**config.mk**
```make
export PLATFORM = sky130hd
export DESIGN_NAME = stat_irq_agg
export DESIGN_NICKNAME = d
export VERILOG_FILES = /design/src/rtl/stat_irq_pkg.sv /design/src/rtl/stat_irq_sync.sv /design/src/rtl/stat_irq_cell.sv /design/src/rtl/stat_irq_regs.sv /design/src/rtl/stat_irq_agg.sv
export SDC_FILE = /design/constraint.sdc
export NUM_CORES = 1
export LEC_CHECK = 0
export ABC_AREA = 1
export ABC_CLOCK_PERIOD_IN_PS = 1170
export BUFFER_PORTS_ARGS = -buffer_cell sky130_fd_sc_hd__buf_2
export CELL_PAD_IN_SITES_DETAIL_PLACEMENT = 0
export CELL_PAD_IN_SITES_GLOBAL_PLACEMENT = 2
export CORE_MARGIN = 2
export CORE_UTILIZATION = 25
export DETAILED_ROUTE_END_ITERATION = 6
export PLACE_DENSITY = 0.59
export SLEW_MARGIN = 25
export SYNTH_ARGS = -nofsm -noshare
export SYNTH_HDL_FRONTEND = slang
export SYNTH_SLANG_ARGS = --single-unit
```
**constraint.sdc**
```tcl
create_clock -name clk -period 1.17 [get_ports clk]
set_clock_uncertainty 0.05 [all_clocks]
set_input_delay 0.117 -clock clk [delete_from_list [all_inputs] [get_ports clk]]
set_output_delay 0.117 -clock clk [all_outputs]
set_load 0.005 [all_outputs]
```
**src/rtl/stat_irq_pkg.sv**
```systemverilog
package stat_irq_pkg;

    localparam int ADDR_W = 4;

    localparam logic [ADDR_W-1:0] ADR_SENS_LO = 4'h8;
    localparam logic [ADDR_W-1:0] ADR_SENS_HI = 4'h9;
    localparam logic [ADDR_W-1:0] ADR_STATUS  = 4'hD;
    localparam logic [ADDR_W-1:0] ADR_MASK    = 4'hE;

    typedef enum logic [1:0] {
        SENS_LEVEL     = 2'b00,
        SENS_RISE      = 2'b01,
        SENS_FALL      = 2'b10,
        SENS_LEVEL_ALT = 2'b11
    } sens_e;

    function automatic logic is_level(input logic [1:0] code);
        return (code == SENS_LEVEL) || (code == SENS_LEVEL_ALT);
    endfunction

endpackage

```
**src/rtl/stat_irq_sync.sv**
```systemverilog
module stat_irq_sync #(
    parameter int WIDTH  = 8,
    parameter int STAGES = 2
) (
    input  logic             clk,
    input  logic             rst,
    input  logic [WIDTH-1:0] din,
    output logic [WIDTH-1:0] dout
);

    typedef struct packed {
        logic [STAGES-1:0][WIDTH-1:0] stg;
    } sync_t;

    sync_t s_d, s_q;

    always_comb begin
        s_d        = s_q;
        s_d.stg[0] = din;
        for (int i = 1; i < STAGES; i++) begin
            s_d.stg[i] = s_q.stg[i-1];
        end
    end

    always_ff @(posedge clk) begin
        if (rst) s_q <= '0;
        else     s_q <= s_d;
    end

    assign dout = s_q.stg[STAGES-1];

endmodule

```
**src/rtl/stat_irq_cell.sv**
```systemverilog
module stat_irq_cell
    import stat_irq_pkg::*;
(
    input  logic       clk,
    input  logic       rst,
    input  logic       cond,
    input  logic [1:0] mode,
    input  logic       clr,
    output logic       stat
);

    typedef struct packed {
        logic prev;
        logic stat;
    } cell_t;

    cell_t c_d, c_q;
    logic  rise_seen, fall_seen;

    always_comb begin
        c_d       = c_q;
        rise_seen = cond & ~c_q.prev;
        fall_seen = ~cond & c_q.prev;
        c_d.prev  = cond;
        case (mode)
            SENS_RISE: c_d.stat = rise_seen | (c_q.stat & ~clr);
            SENS_FALL: c_d.stat = fall_seen | (c_q.stat & ~clr);
            default:   c_d.stat = cond;
        endcase
    end

    always_ff @(posedge clk) begin
        if (rst) c_q <= '0;
        else     c_q <= c_d;
    end

    assign stat = c_q.stat;

    AST_EDGE_HOLD: assert property (@(posedge clk) disable iff (rst)
        (!is_level(mode) && c_q.stat && !clr) |=> c_q.stat);

    AST_LEVEL_NOT_CLEARED: assert property (@(posedge clk) disable iff (rst)
        (is_level(mode) && clr && cond) |=> c_q.stat);

    AST_EDGE_BEATS_CLEAR: assert property (@(posedge clk) disable iff (rst)
        (mode == SENS_RISE && clr && cond && !c_q.prev) |=> c_q.stat);

endmodule

```
**src/rtl/stat_irq_regs.sv**
```systemverilog
module stat_irq_regs
    import stat_irq_pkg::*;
#(
    parameter int NUM_SRC = 8
) (
    input  logic               clk,
    input  logic               rst,
    input  logic               wr_en,
    input  logic               rd_en,
    input  logic [ADDR_W-1:0]  addr,
    input  logic [NUM_SRC-1:0] wdata,
    input  logic [NUM_SRC-1:0] status,
    output logic [NUM_SRC-1:0] rdata,
    output logic [NUM_SRC-1:0] mask,
    output logic [NUM_SRC-1:0] sens_lo,
    output logic [NUM_SRC-1:0] sens_hi,
    output logic               clr_stat
);

    typedef struct packed {
        logic [NUM_SRC-1:0] mask;
        logic [NUM_SRC-1:0] sens_lo;
        logic [NUM_SRC-1:0] sens_hi;
        logic [NUM_SRC-1:0] rdata;
    } regs_t;

    localparam regs_t REGS_RST = '{mask: '1, sens_lo: '0, sens_hi: '0, rdata: '0};

    regs_t r_d, r_q;
    logic  hit_map;

    always_comb begin
        r_d = r_q;
        if (wr_en) begin
            case (addr)
                ADR_MASK:    r_d.mask    = wdata;
                ADR_SENS_LO: r_d.sens_lo = wdata;
                ADR_SENS_HI: r_d.sens_hi = wdata;
                default:     ;
            endcase
        end
        if (rd_en) begin
            case (addr)
                ADR_STATUS:  r_d.rdata = status;
                ADR_MASK:    r_d.rdata = r_q.mask;
                ADR_SENS_LO: r_d.rdata = r_q.sens_lo;
                ADR_SENS_HI: r_d.rdata = r_q.sens_hi;
                default:     r_d.rdata = '0;
            endcase
        end
    end

    always_ff @(posedge clk) begin
        if (rst) r_q <= REGS_RST;
        else     r_q <= r_d;
    end

    assign hit_map  = (addr == ADR_MASK) || (addr == ADR_SENS_LO) || (addr == ADR_SENS_HI);
    assign clr_stat = rd_en && (addr == ADR_STATUS);
    assign rdata    = r_q.rdata;
    assign mask     = r_q.mask;
    assign sens_lo  = r_q.sens_lo;
    assign sens_hi  = r_q.sens_hi;

    AST_UNMAPPED_WRITE_IGNORED: assert property (@(posedge clk) disable iff (rst)
        (wr_en && !hit_map) |=> ($stable(r_q.mask) && $stable(r_q.sens_lo) && $stable(r_q.sens_hi)));

endmodule

```
**src/rtl/stat_irq_agg.sv**
```systemverilog
module stat_irq_agg
    import stat_irq_pkg::*;
#(
    parameter int NUM_SRC     = 8,
    parameter int SYNC_STAGES = 2
) (
    input  logic               clk,
    input  logic               rst,
    input  logic [NUM_SRC-1:0] cond_in,
    input  logic               wr_en,
    input  logic               rd_en,
    input  logic [ADDR_W-1:0]  addr,
    input  logic [NUM_SRC-1:0] wdata,
    output logic [NUM_SRC-1:0] rdata,
    output logic               irq
);

    typedef struct packed {
        logic irq;
    } top_t;

    top_t               t_d, t_q;
    logic [NUM_SRC-1:0] cond_s;
    logic [NUM_SRC-1:0] status;
    logic [NUM_SRC-1:0] mask;
    logic [NUM_SRC-1:0] sens_lo;
    logic [NUM_SRC-1:0] sens_hi;
    logic               clr_stat;

    stat_irq_sync #(
        .WIDTH  (NUM_SRC),
        .STAGES (SYNC_STAGES)
    ) u_sync (
        .clk  (clk),
        .rst  (rst),
        .din  (cond_in),
        .dout (cond_s)
    );

    for (genvar g = 0; g < NUM_SRC; g++) begin : g_src
        stat_irq_cell u_cell (
            .clk  (clk),
            .rst  (rst),
            .cond (cond_s[g]),
            .mode ({sens_hi[g], sens_lo[g]}),
            .clr  (clr_stat),
            .stat (status[g])
        );
    end

    stat_irq_regs #(
        .NUM_SRC (NUM_SRC)
    ) u_regs (
        .clk      (clk),
        .rst      (rst),
        .wr_en    (wr_en),
        .rd_en    (rd_en),
        .addr     (addr),
        .wdata    (wdata),
        .status   (status),
        .rdata    (rdata),
        .mask     (mask),
        .sens_lo  (sens_lo),
        .sens_hi  (sens_hi),
        .clr_stat (clr_stat)
    );

    always_comb begin
        t_d     = t_q;
        t_d.irq = |(status & ~mask);
    end

    always_ff @(posedge clk) begin
        if (rst) t_q <= '0;
        else     t_q <= t_d;
    end

    assign irq = t_q.irq;

    AST_ALL_MASKED_QUIET: assert property (@(posedge clk) disable iff (rst)
        $past(&mask) |-> !irq);

endmodule

```
==> metrics.md, run 1 <==
| Metric | Value |
|---|---|
| Placed wire-length estimate | ~5200 um |
| Setup violations, final | 0 |
| Most area-hungry cell type in the Yosys netlist | sky130_fd_sc_hd__dfxtp_1 |
| Min-delay worst type | in2reg |
| Clk network pwr share | 0.489 |
| Largest net degree at the start of global routing | 34 |
| Total number of vias | ~2,500 |
| Slowest cell on the critical path | sky130_fd_sc_hd__dfxtp_2 |
| Maximum fanout along the worst path | 3 |
| TritonCTS clock tree | done |
| Routed length per instance | 12.7 um |
| Largest cells by area after synthesis | sky130_fd_sc_hd__dfxtp_1 (46%), sky130_fd_sc_hd__nand3_1 (8.4%), sky130_fd_sc_hd__inv_1 (7.8%), sky130_fd_sc_hd__nand2_1 (6.6%), sky130_fd_sc_hd__a21oi_1 (4.0%) |
| Yosys warns | 0 |
| Required @ worst endpoint | around 1.3 ns |
| Leakage Power | about 1.7 nW |
| Routability congestion estimate from global placement | ~0.80 |
| Starting utilization of the core area | 0.259 |
| Power Total | 0.00532 W |
| Setup Crit Path Kind | reg2reg |
| All-layer global routing usage | 0.125 |
| Net switching power figure | 0.00124 W |
| Highest ir drop seen on vdd | roughly 0.9 mV |
| Total number of H-tree levels | 3 |
| Die height | approximately 110 um |
| Min cycle time layout | roughly 1.1 ns |
| Type of origin of the critical path | flop |
| Relative contribution of combinational cells to total power | 0.076 |
| Ports | 33 |
| Width of the die | 111 um |
| First-pass GRT wire length | 12,100 um |
| Post-synthesis net count | 392 |
| Final critical-path setup slack | 0.0923 ns |
| Number of nets with antenna violations after routing | 0 |
| CTS Sinks | between 60 and 70 |
| Die area | between 10,000 and 15,000 um2 |
| Setup repair after global routing missed its margin | false |
| Number of synthesized register bits | 65 |
| Clock insertion delay at the later pin of the skew report | around 0.33 ns |
| Netlist cell types | 23 |
| Number of input and output port buffers inserted | 32 |
| Maximum cell stage delay along the critical path | approximately 0.34 ns |
| Via density | approximately 4.4 |
| Layout cells sized above 1 | 0.242 |
| Synth-to-Final Area Change | 29.5% |
| Clock edge transition at the registers on the reported setup and hold paths | ~0.05 ns |
| Result of the run | completed |
| Total overflow reported by the global router | 0 |
| Chain of cells forming the critical path | inv_1 > ha_1 > inv_1 > o21ai_0 > nand2_1 > nand2_1 |
| Final cycle utilization of the critical path | 0.921 |
| Nets | 450 |
| Fill cells | ~1,200 |
| Internal power | 0.00407 W |
| Final-report hold violation count | 0 |
| Kind of end point of the critical path | flop |
| Total DRC errors in the routed layout | 0 |
| Pre-CTS WS | -0.0855 ns |
| Relative contribution of sequential cells to total power | 0.435 |
| Number of antenna violations at the first check in global routing | 0 |
| Fmax | a little over 900 MHz |
| Number of rows created at floorplan | 38 |
| Share of total power consumed by net switching | 0.234 |
| Routed WL | between 7000 and 8000 um |
| Vias in the first global route | between 2,000 and 2,500 |
| Area share of the largest cell type after synthesis | 0.458 |
| Slew at the pin with the worst max-slew slack | about 0.27 ns |
| Antenna fix cells | 0 |
| Number of violations of the max-capacitance limit | 0 |
| CTS root buf | sky130_fd_sc_hd__clkbuf_16 |
| Clk buf depth | 2 |
| Drt pass-1 iters | 4 |
| Per-instance average area after synthesis | 7.90 um2 |
| Max-slew headroom at the worst pin | 0.821 |
| Number of instances in the synthesized netlist | 360 |
| Post-synthesis instance area | 2840 um2 |
| Final Slew Violations | 0 |
| Arrival @ worst endpoint | 1.25 ns |
| Core Box Area | about 11,000 um2 |
| CTS buffer count | 9 |
| Post-synthesis sequential area ratio | 0.458 |
| First-iteration detailed-routing DRC count | 101 |
| Power per unit of standard cell area | around 1400 nW/um2 |
[power groups by stage]
stage | sequential [W] | clock [W] | combinational (W)
2_1_floorplan | 0.00235 | 0 | 0.000220
3_3_place_gp | 0.00236 | 0 | 0.000383
3_5_place_dp | 0.00236 | 0 | 0.000386
4_1_cts | 0.00231 | 0.00270 | 0.000408
5_1_grt | 0.00232 | 0.00278 | 0.000456
6_report | 0.00231 | 0.00260 | 0.000402
[synthesized netlist by cell type (all sizes together)]
cell,n
clkbuf,5
a21oi,25
clkinv,1
o211ai,8
ha,8
o22ai,4
nand3,49
buf,8
nor2,33
nand2,52
o21ai,40
dfxtp,65
inv,62
[final timing paths]
check | from | end | slack (ns) | cells after the start
hold reg to reg | u_sync.s_d[11]$_SDFF_PP0_ | u_sync.dout[3]$_SDFF_PP0_ | 0.35 | 2
setup reg to reg | u_regs.sens_lo[0]$_SDFFE_PP0P_ | g_src[0].u_cell.stat$_SDFF_PP0_ | 0.09 | 6
setup / recovery | u_regs.sens_lo[0]$_SDFFE_PP0P_ | g_src[0].u_cell.stat$_SDFF_PP0_ | 0.09 | 6
hold / removal | wdata[3] | u_regs.sens_hi[3]$_SDFFE_PP0P_ | 0.02 | 3
[cell type report]
class	instances	area, um2	area share
flip-flops and latches	65	1310	0.356
clock inverters	6	60.1	0.0163
inverters	63	236	0.0642
well taps	140	175	0.0476
clock buffers	9	225	0.0612
multi-input cells	219	1220	0.332
repair buffers	60	453	0.123
[per-stage QoR]
step / TNS [ns] / util / hold WS (ns) / instance area [um2] / std cells
final: 0 / 0.335 / 0.0220 / 3680 / 562
after global routing: 0 / 0.335 / 0.0347 / 3680 / 562
after CTS: 0 / 0.334 / 0.0200 / 3670 / 561
after detailed placement: -1.14 / 0.301 / 0.276 / 3300 / 538
after global placement: -0.636 / 0.301 / 0.272 / 3300 / 538
after floorplan: 0 / - / 0.174 / 2840 / 360
[cells by family (layout without fill, tap and decap cells)]
kind of cell             after synthesis  in the layout  share of synthesized area
AO/OA/AOI/OAI                         77             77                      0.164
flip-flops                            65             65                      0.458
buffers and inverters                 76            138                      0.113
adder cells (fa/ha/maj)                8              8                     0.0352
AND/OR/NAND/NOR                      134            134                      0.231
[state kept, by name (all words and copies together), names as in the netlist]
signal	count
g_src.u_cell.c_q	8
g_src.u_cell.stat	8
u_regs.mask	8
u_regs.rdata	8
u_regs.sens_hi	8
u_regs.sens_lo	8
u_sync.dout	8
u_sync.s_d	8
irq	1
[per-layer routing]
| layer | routed length [um] | track usage | up-vias |
|---|---|---|---|
| met4 | 120 | 0.0450 | 0 |
| met2 | 3700 | 0.224 | 27 |
| met5 | 0 | 0 | - |
| met3 | 195 | 0.0344 | 11 |
| met1 | 3150 | 0.141 | 1135 |
| li1 | - | - | 1277 |
[layout by cell type (no fill, tap or decap)]
master                          synthesis  routed
sky130_fd_sc_hd__a21oi_1               23      23
sky130_fd_sc_hd__a21oi_2                2       2
sky130_fd_sc_hd__buf_12                 0       5
sky130_fd_sc_hd__buf_2                  4      32
sky130_fd_sc_hd__buf_4                  0      15
sky130_fd_sc_hd__bufinv_16              0       1
sky130_fd_sc_hd__clkbuf_16              0       9
sky130_fd_sc_hd__clkinv_1               1       1
sky130_fd_sc_hd__clkinv_2               0       3
sky130_fd_sc_hd__clkinvlp_4             0       2
sky130_fd_sc_hd__dfxtp_1               65      58
sky130_fd_sc_hd__dfxtp_2                0       7
sky130_fd_sc_hd__dlygate4sd3_1          0       8
sky130_fd_sc_hd__ha_1                   8       8
sky130_fd_sc_hd__inv_1                 59      56
sky130_fd_sc_hd__inv_2                  3       6
sky130_fd_sc_hd__nand2_1               50      50
sky130_fd_sc_hd__nand2_2                1       1
sky130_fd_sc_hd__nand2_4                1       1
sky130_fd_sc_hd__nand3_1               48      48
sky130_fd_sc_hd__nand3_4                1       1
sky130_fd_sc_hd__nor2_1                26      26
sky130_fd_sc_hd__nor2_4                 5       5
sky130_fd_sc_hd__nor2_8                 2       2
sky130_fd_sc_hd__o211ai_2               8       8
sky130_fd_sc_hd__o21ai_0               23      21
sky130_fd_sc_hd__o21ai_1               15      17
sky130_fd_sc_hd__o21ai_2                2       2
sky130_fd_sc_hd__o22ai_1                4       4
[critical path: cells and delay by family, from the launching register on]
kind                     cells  cell delay [ns]
flip-flops                   1             0.34
adder cells (fa/ha/maj)      1             0.28
buffers and inverters        2             0.12
AND/OR/NAND/NOR              2             0.11
AO/OA/AOI/OAI                1             0.08
[timing repair]
action                                 in CTS  in global routing
setup endpoints to repair                   0                  7
hold buffers                                8                  0
gates resized for setup                     0                 12
setup buffers                               0                  1
endpoints found under the hold margin       8                  0
Note: power is estimated with default switching activity, not from simulation.
==> inputs of run 2 (changes only) <==
CTS_BUF_LIST = sky130_fd_sc_hd__clkbuf_2 sky130_fd_sc_hd__clkbuf_4 sky130_fd_sc_hd__clkbuf_8   (was not set)
==> run 2 against run 1 <==
Net effect:
- cell count stayed put
- die area unchanged
- global-route usage down 0.081 points
==> metrics.md, run 2 (synthesis results as in run 1) <==
| Metric | Value |
|---|---|
| Result of the run | completed |
| Drt pass-1 iters | 4 |
| Nets | 450 |
| Setup violations, final | 0 |
| CTS root buf | sky130_fd_sc_hd__clkbuf_8 |
| Clock insertion delay at the later pin of the skew report | approximately 0.34 ns |
| Maximum fanout along the worst path | 2 |
| Kind of end point of the critical path | flop |
| Clk buf depth | 2 |
| Clock edge transition at the registers on the reported setup and hold paths | about 0.07 ns |
| Starting utilization of the core area | 0.259 |
| Hold_sp | wdata[3] |
| Setup Crit Path Kind | reg2reg |
| Total number of vias | between 2,000 and 2,500 |
| Number of rows created at floorplan | 38 |
| First-iteration detailed-routing DRC count | 84 |
| Via density | around 4.3 |
| Total number of H-tree levels | 3 |
| First-pass GRT wire length | 12,200 um |
| Number of nets with antenna violations after routing | 0 |
| Max-slew headroom at the worst pin | 0.827 |
| Placed wire-length estimate | about 5200 um |
| Min-delay worst type | in2reg |
| Slew at the pin with the worst max-slew slack | ~0.26 ns |
| Number of violations of the max-capacitance limit | 0 |
| Reg-to-reg endpoint | g_src[6].u_cell.stat$_SDFF_PP0_ |
| Vias in the first global route | about 2,500 |
| Number of input and output port buffers inserted | 32 |
| Placed Instance Area | about 3300 um2 |
| Total DRC errors in the routed layout | 0 |
| Type of origin of the critical path | flop |
| Final Slew Violations | 0 |
| TritonCTS clock tree | done |
| Required @ worst endpoint | between 1 and 1.5 ns |
| Final-report hold violation count | 0 |
| Core Box Area | 11,000 um2 |
| Setup repair after global routing missed its margin | false |
| Internal power | approximately 0.0034 W |
| Clk network pwr share | 0.406 |
| CTS Sinks | 65 |
| Power per unit of standard cell area | 1270 nW/um2 |
| Fmax | a little over 900 MHz |
| Final cycle utilization of the critical path | 0.921 |
| Total overflow reported by the global router | 0 |
| Min cycle time layout | between 1 and 1.5 ns |
| Die area | approximately 12,000 um2 |
| Highest ir drop seen on vdd | about 0.4 mV |
| Summed negative setup slack over all endpoints | 0 ns |
| Net switching power figure | 0.00115 W |
| Share of total power consumed by net switching | 0.253 |
| Capture point of the critical path | g_src[6].u_cell.stat$_SDFF_PP0_ |
| Number of antenna violations at the first check in global routing | 0 |
| Synth-to-Final Area Change | 25.9% |
| Routed WL | between 7000 and 8000 um |
| Arrival @ worst endpoint | 1.26 ns |
| Largest net degree at the start of global routing | 34 |
| Post-route cell area | around 3600 um2 |
| Layout cells sized above 1 | 0.242 |
| Relative contribution of combinational cells to total power | 0.088 |
| All-layer global routing usage | 0.124 |
| Routed length per instance | 12.7 um |
| Hold WS | approximately 0.012 ns |
| Width of the die | 111 um |
| Number of cells on the worst reg-to-reg path | 6 |
| Relative contribution of sequential cells to total power | 0.506 |
| Leakage Power | between 1.5 and 2 nW |
| Routability congestion estimate from global placement | between 0.7 and 0.8 |
| Critical register-to-register path startpoint | u_regs.sens_lo[6]$_SDFFE_PP0P_ |
| Die height | between 100 and 150 um |
| Worst setup path startpoint | u_regs.sens_lo[6]$_SDFFE_PP0P_ |
| CTS buffer count | 9 |
| Commonest non-fill, non-tap cell in the layout | sky130_fd_sc_hd__dfxtp_1 |
| Ports | 33 |
| Most used cells in the layout excluding fill and tap cells | sky130_fd_sc_hd__dfxtp_1 (58), sky130_fd_sc_hd__inv_1 (56), sky130_fd_sc_hd__nand2_1 (50) |
| Antenna fix cells | 0 |
| Register-to-register path setup slack | between 0.09 and 0.1 ns |
run 2: changes by cell type in the layout (fill, tap and decap cells not counted):
cell | before | now
sky130_fd_sc_hd__clkbuf_16 | 9 | 0
sky130_fd_sc_hd__clkbuf_8 | 0 | 9
run 2: final cells by class:
| cell class | count | area (um2) |
|---|---|---|
| Sequential cell | 65 | 1310 |
| Tap cell | 140 | 175 |
| Clock inverter | 6 | 60.1 |
| Multi-Input combinational cell | 219 | 1220 |
| Fill cell | 1182 | 7400 |
| Inverter | 63 | 236 |
| Clock buffer | 9 | 124 |
| Timing Repair Buffer | 60 | 453 |
run 2: worst min-delay path by stage:
| stage | endpoint | cells after the start |
|---|---|---|
| 3_3_place_gp | u_sync.s_d[14]$_SDFF_PP0_ | 3 |
| 6_report | u_regs.sens_hi[3]$_SDFFE_PP0P_ | 3 |
| 4_1_cts | u_regs.sens_hi[3]$_SDFFE_PP0P_ | 3 |
| 3_5_place_dp | u_sync.s_d[14]$_SDFF_PP0_ | 3 |
| 2_1_floorplan | u_sync.s_d[10]$_SDFF_PP0_ | 2 |
| 5_1_grt | u_regs.sens_hi[5]$_SDFFE_PP0P_ | 3 |
run 2: through the flow:
step,setup slack (ns),total power (W),utilization,std cells
floorplan,0.162,0.00257,-,360
global placement,-0.0488,0.00274,0.301,538
detailed placement,-0.0855,0.00275,0.301,538
CTS,0.0230,0.00465,0.325,561
global route,0.00716,0.00479,0.326,562
finish,0.0919,0.00456,0.326,562
run 2: critical path: stages (launching register included):
cell and delay (ns):
sky130_fd_sc_hd__dfxtp_2 0.33, sky130_fd_sc_hd__inv_1 0.04, sky130_fd_sc_hd__ha_1 0.27, sky130_fd_sc_hd__inv_1 0.09, sky130_fd_sc_hd__o21ai_0 0.09, sky130_fd_sc_hd__nand2_1 0.06, sky130_fd_sc_hd__nand2_1 0.04
run 2: metal layers:
layer | global-route usage | share of wire | vias up
li1 | - | - | 1276
met1 | 0.143 | 0.44 | 1123
met2 | 0.222 | 0.52 | 28
met3 | 0.0312 | 0.025 | 9
met4 | 0.0425 | 0.012 | 0
met5 | 0 | 0 | -
run 2: power by group through the flow:
| stage | Sequential [W] | Clock, W | Combinational, W |
|---|---|---|---|
| floorplan | 0.00235 | 0 | 0.000220 |
| global placement | 0.00236 | 0 | 0.000383 |
| detailed placement | 0.00236 | 0 | 0.000386 |
| CTS | 0.00231 | 0.00193 | 0.000408 |
| global route | 0.00232 | 0.00202 | 0.000457 |
| finish | 0.00231 | 0.00185 | 0.000402 |
run 2: what timing repair did:
item | in CTS | in global routing
setup endpoints to repair | 0 | 7
gates resized for setup | 0 | 12
endpoints found under the hold margin | 8 | 0
setup buffers | 0 | 1
hold buffers | 8 | 0
==> inputs of run 3 (changes only) <==
CORE_ASPECT_RATIO = 1.75   (was not set)
PLACE_DENSITY = not set   (was 0.59)
PLACE_DENSITY_LB_ADDON = 0.1   (was not set)
SLEW_MARGIN = not set   (was 25)
==> run 3 against run 2 <==
Net effect:
- combinational power is 10% higher
- utilization is 1.3 points higher
- die area is 0.28% higher
- register-to-register slack worse by 0.02 ns
- design area is 5.2% higher
- routed wire length is 16% higher
- first-iteration DRC count is 3.6% higher
- clock power is 37% higher
- highest routed layer unchanged
==> metrics.md, run 3 (synthesis results as in run 1) <==
| Metric | Value |
|---|---|
| Result of the run | completed |
| All-layer global routing usage | 0.146 |
| Endpoint, Worst Hold | u_sync.s_d[14]$_SDFF_PP0_ |
| Final core utilization | 0.339 |
| Width of the die | 84.6 um |
| Number of rows created at floorplan | a little over 50 |
| Via density | about 4.4 |
| Clk buf depth | 2 |
| Maximum fanout along the worst path | 3 |
| Antenna fix cells | 0 |
| Setup Crit Path Kind | reg2reg |
| Register-to-register path setup slack | a little over 0.07 ns |
| Critical register-to-register path startpoint | u_regs.sens_lo[4]$_SDFFE_PP0P_ |
| Total overflow reported by the global router | 0 |
| Type of origin of the critical path | flop |
| Count of placed standard cells in the final layout, fillers left out | roughly 560 |
| Total DRC errors in the routed layout | 0 |
| Routability congestion estimate from global placement | ~0.77 |
| TritonCTS clock tree | done |
| Die area | 12,300 um2 |
| Highest ir drop seen on vdd | between 0.6 and 0.7 mV |
| Required @ worst endpoint | 1.37 ns |
| CTS Sinks | 65 |
| Power per unit of standard cell area | approximately 1400 nW/um2 |
| CTS root buf | sky130_fd_sc_hd__clkbuf_8 |
| Placed Instance Area | 3320 um2 |
| Final cycle utilization of the critical path | 0.938 |
| Number of antenna violations at the first check in global routing | 0 |
| Kind of end point of the critical path | flop |
| Vias in the first global route | about 2,500 |
| Number of cells on the worst reg-to-reg path | 6 |
| Total number of H-tree levels | 3 |
| Clock edge transition at the registers on the reported setup and hold paths | about 0.08 ns |
| Power Total | around 0.0053 W |
| Number of input and output port buffers inserted | 32 |
| Count of cells along the worst hold path | 3 |
| Hold_sp | rst |
| Number of violations of the max-capacitance limit | 0 |
| Number of placed instances with taps included | 530 |
| First-pass GRT wire length | roughly 14,000 um |
| Synth-to-Final Area Change | 32.5% |
| Arrival @ worst endpoint | 1.30 ns |
| Setup repair after global routing missed its margin | false |
| Layout cells sized above 1 | 0.244 |
| Placed wire-length estimate | around 6100 um |
| Final Slew Violations | 0 |
| Die height | around 150 um |
| Post-route cell area | 3770 um2 |
| Drt pass-1 iters | 4 |
| Max-slew headroom at the worst pin | 0.811 |
| Core Box Area | between 10,000 and 15,000 um2 |
| Slew at the pin with the worst max-slew slack | 0.282 ns |
| Fmax | about 910 MHz |
| Clock insertion delay at the later pin of the skew report | about 0.35 ns |
| Number of nets with antenna violations after routing | 0 |
| Nets | about 460 |
| Min-delay worst type | in2reg |
| Hold WS | roughly 0.077 ns |
| Final-report hold violation count | 0 |
| Largest net degree at the start of global routing | 33 |
| Routed length per instance | 14.7 um |
| Ports | 33 |
| Starting utilization of the core area | 0.256 |
| Min cycle time layout | 1.10 ns |
| Leakage Power | 1.78 nW |
| Routed WL | ~8300 um |
| Reg-to-reg endpoint | g_src[4].u_cell.stat$_SDFF_PP0_ |
| Total number of vias | 2,476 |
| Most used cells in the layout excluding fill and tap cells | sky130_fd_sc_hd__inv_1 (56), sky130_fd_sc_hd__dfxtp_1 (56), sky130_fd_sc_hd__nand2_1 (50) |
| CTS buffer count | 9 |
| First-iteration detailed-routing DRC count | 87 |
| Setup violations, final | 0 |
==> run 3: changes by cell type in the layout (fill, tap and decap cells not counted), sizes merged <==
cell	change
clkbuf	+1
dlygate4sd3	+8
bufinv	+3
clkinv	-1
clkinvlp	-2
==> run 3: stage by stage <==
stage	TNS [ns]	worst slack (ns)
floorplan	0	0.162
global placement	-0.432	-0.0531
detailed placement	-0.614	-0.0648
CTS	0	0.0123
global route	0	0.00117
finish	0	0.0723
==> run 3: area by class of cell <==
class	instances	area, um2
inverters	63	236
well taps	132	165
clock inverters	6	130
clock buffers	10	131
fillers	1233	7330
flip-flops and latches	65	1330
multi-input cells	219	1220
repair buffers	68	558
==> run 3: how the worst max path moves through the flow <==
stage / start / endpoint / slack (ns) / cells after the start
3_3_place_gp: addr[0] / g_src[2].u_cell.stat$_SDFF_PP0_ / -0.05 / 8
5_1_grt: u_regs.sens_lo[7]$_SDFFE_PP0P_ / g_src[7].u_cell.stat$_SDFF_PP0_ / 0.001 / 6
3_5_place_dp: addr[0] / g_src[7].u_cell.stat$_SDFF_PP0_ / -0.06 / 8
6_report: u_regs.sens_lo[4]$_SDFFE_PP0P_ / g_src[4].u_cell.stat$_SDFF_PP0_ / 0.07 / 6
4_1_cts: u_regs.sens_lo[6]$_SDFFE_PP0P_ / g_src[6].u_cell.stat$_SDFF_PP0_ / 0.01 / 6
2_1_floorplan: u_regs.sens_lo[0]$_SDFFE_PP0P_ / g_src[0].u_cell.stat$_SDFF_PP0_ / 0.16 / 6
==> run 3: metal layers <==
metal	GRT usage	share of wire
met1	0.147	0.38
met3	0.0387	0.025
met5	0	0
met2	0.275	0.57
met4	0.0603	0.025
==> run 3: critical path, stage by stage, from the launching register on <==
cell and delay, ns:
sky130_fd_sc_hd__dfxtp_4 0.38, sky130_fd_sc_hd__inv_1 0.05, sky130_fd_sc_hd__ha_1 0.28, sky130_fd_sc_hd__inv_1 0.07, sky130_fd_sc_hd__o21ai_0 0.07, sky130_fd_sc_hd__nand2_1 0.06
sky130_fd_sc_hd__nand2_1 0.04
==> run 3: repair_timing <==
action                                  in CTS  in global routing
cloned                                       0                  0
endpoints found under the hold margin       22                  0
hold buffers                                16                  0
resized for setup                            5                 15
pin swaps                                    0                  2
buffers inserted                             0                  1
endpoints found under the setup margin       5                  8
==> run 3: power breakdown <==
part	switching [W]	internal [W]	leakage (nW)
sequential	0.0000382	0.00227	0.536
clock	0.000889	0.00165	0.134
combinational	0.000242	0.000201	1.11
total	0.00117	0.00412	1.78
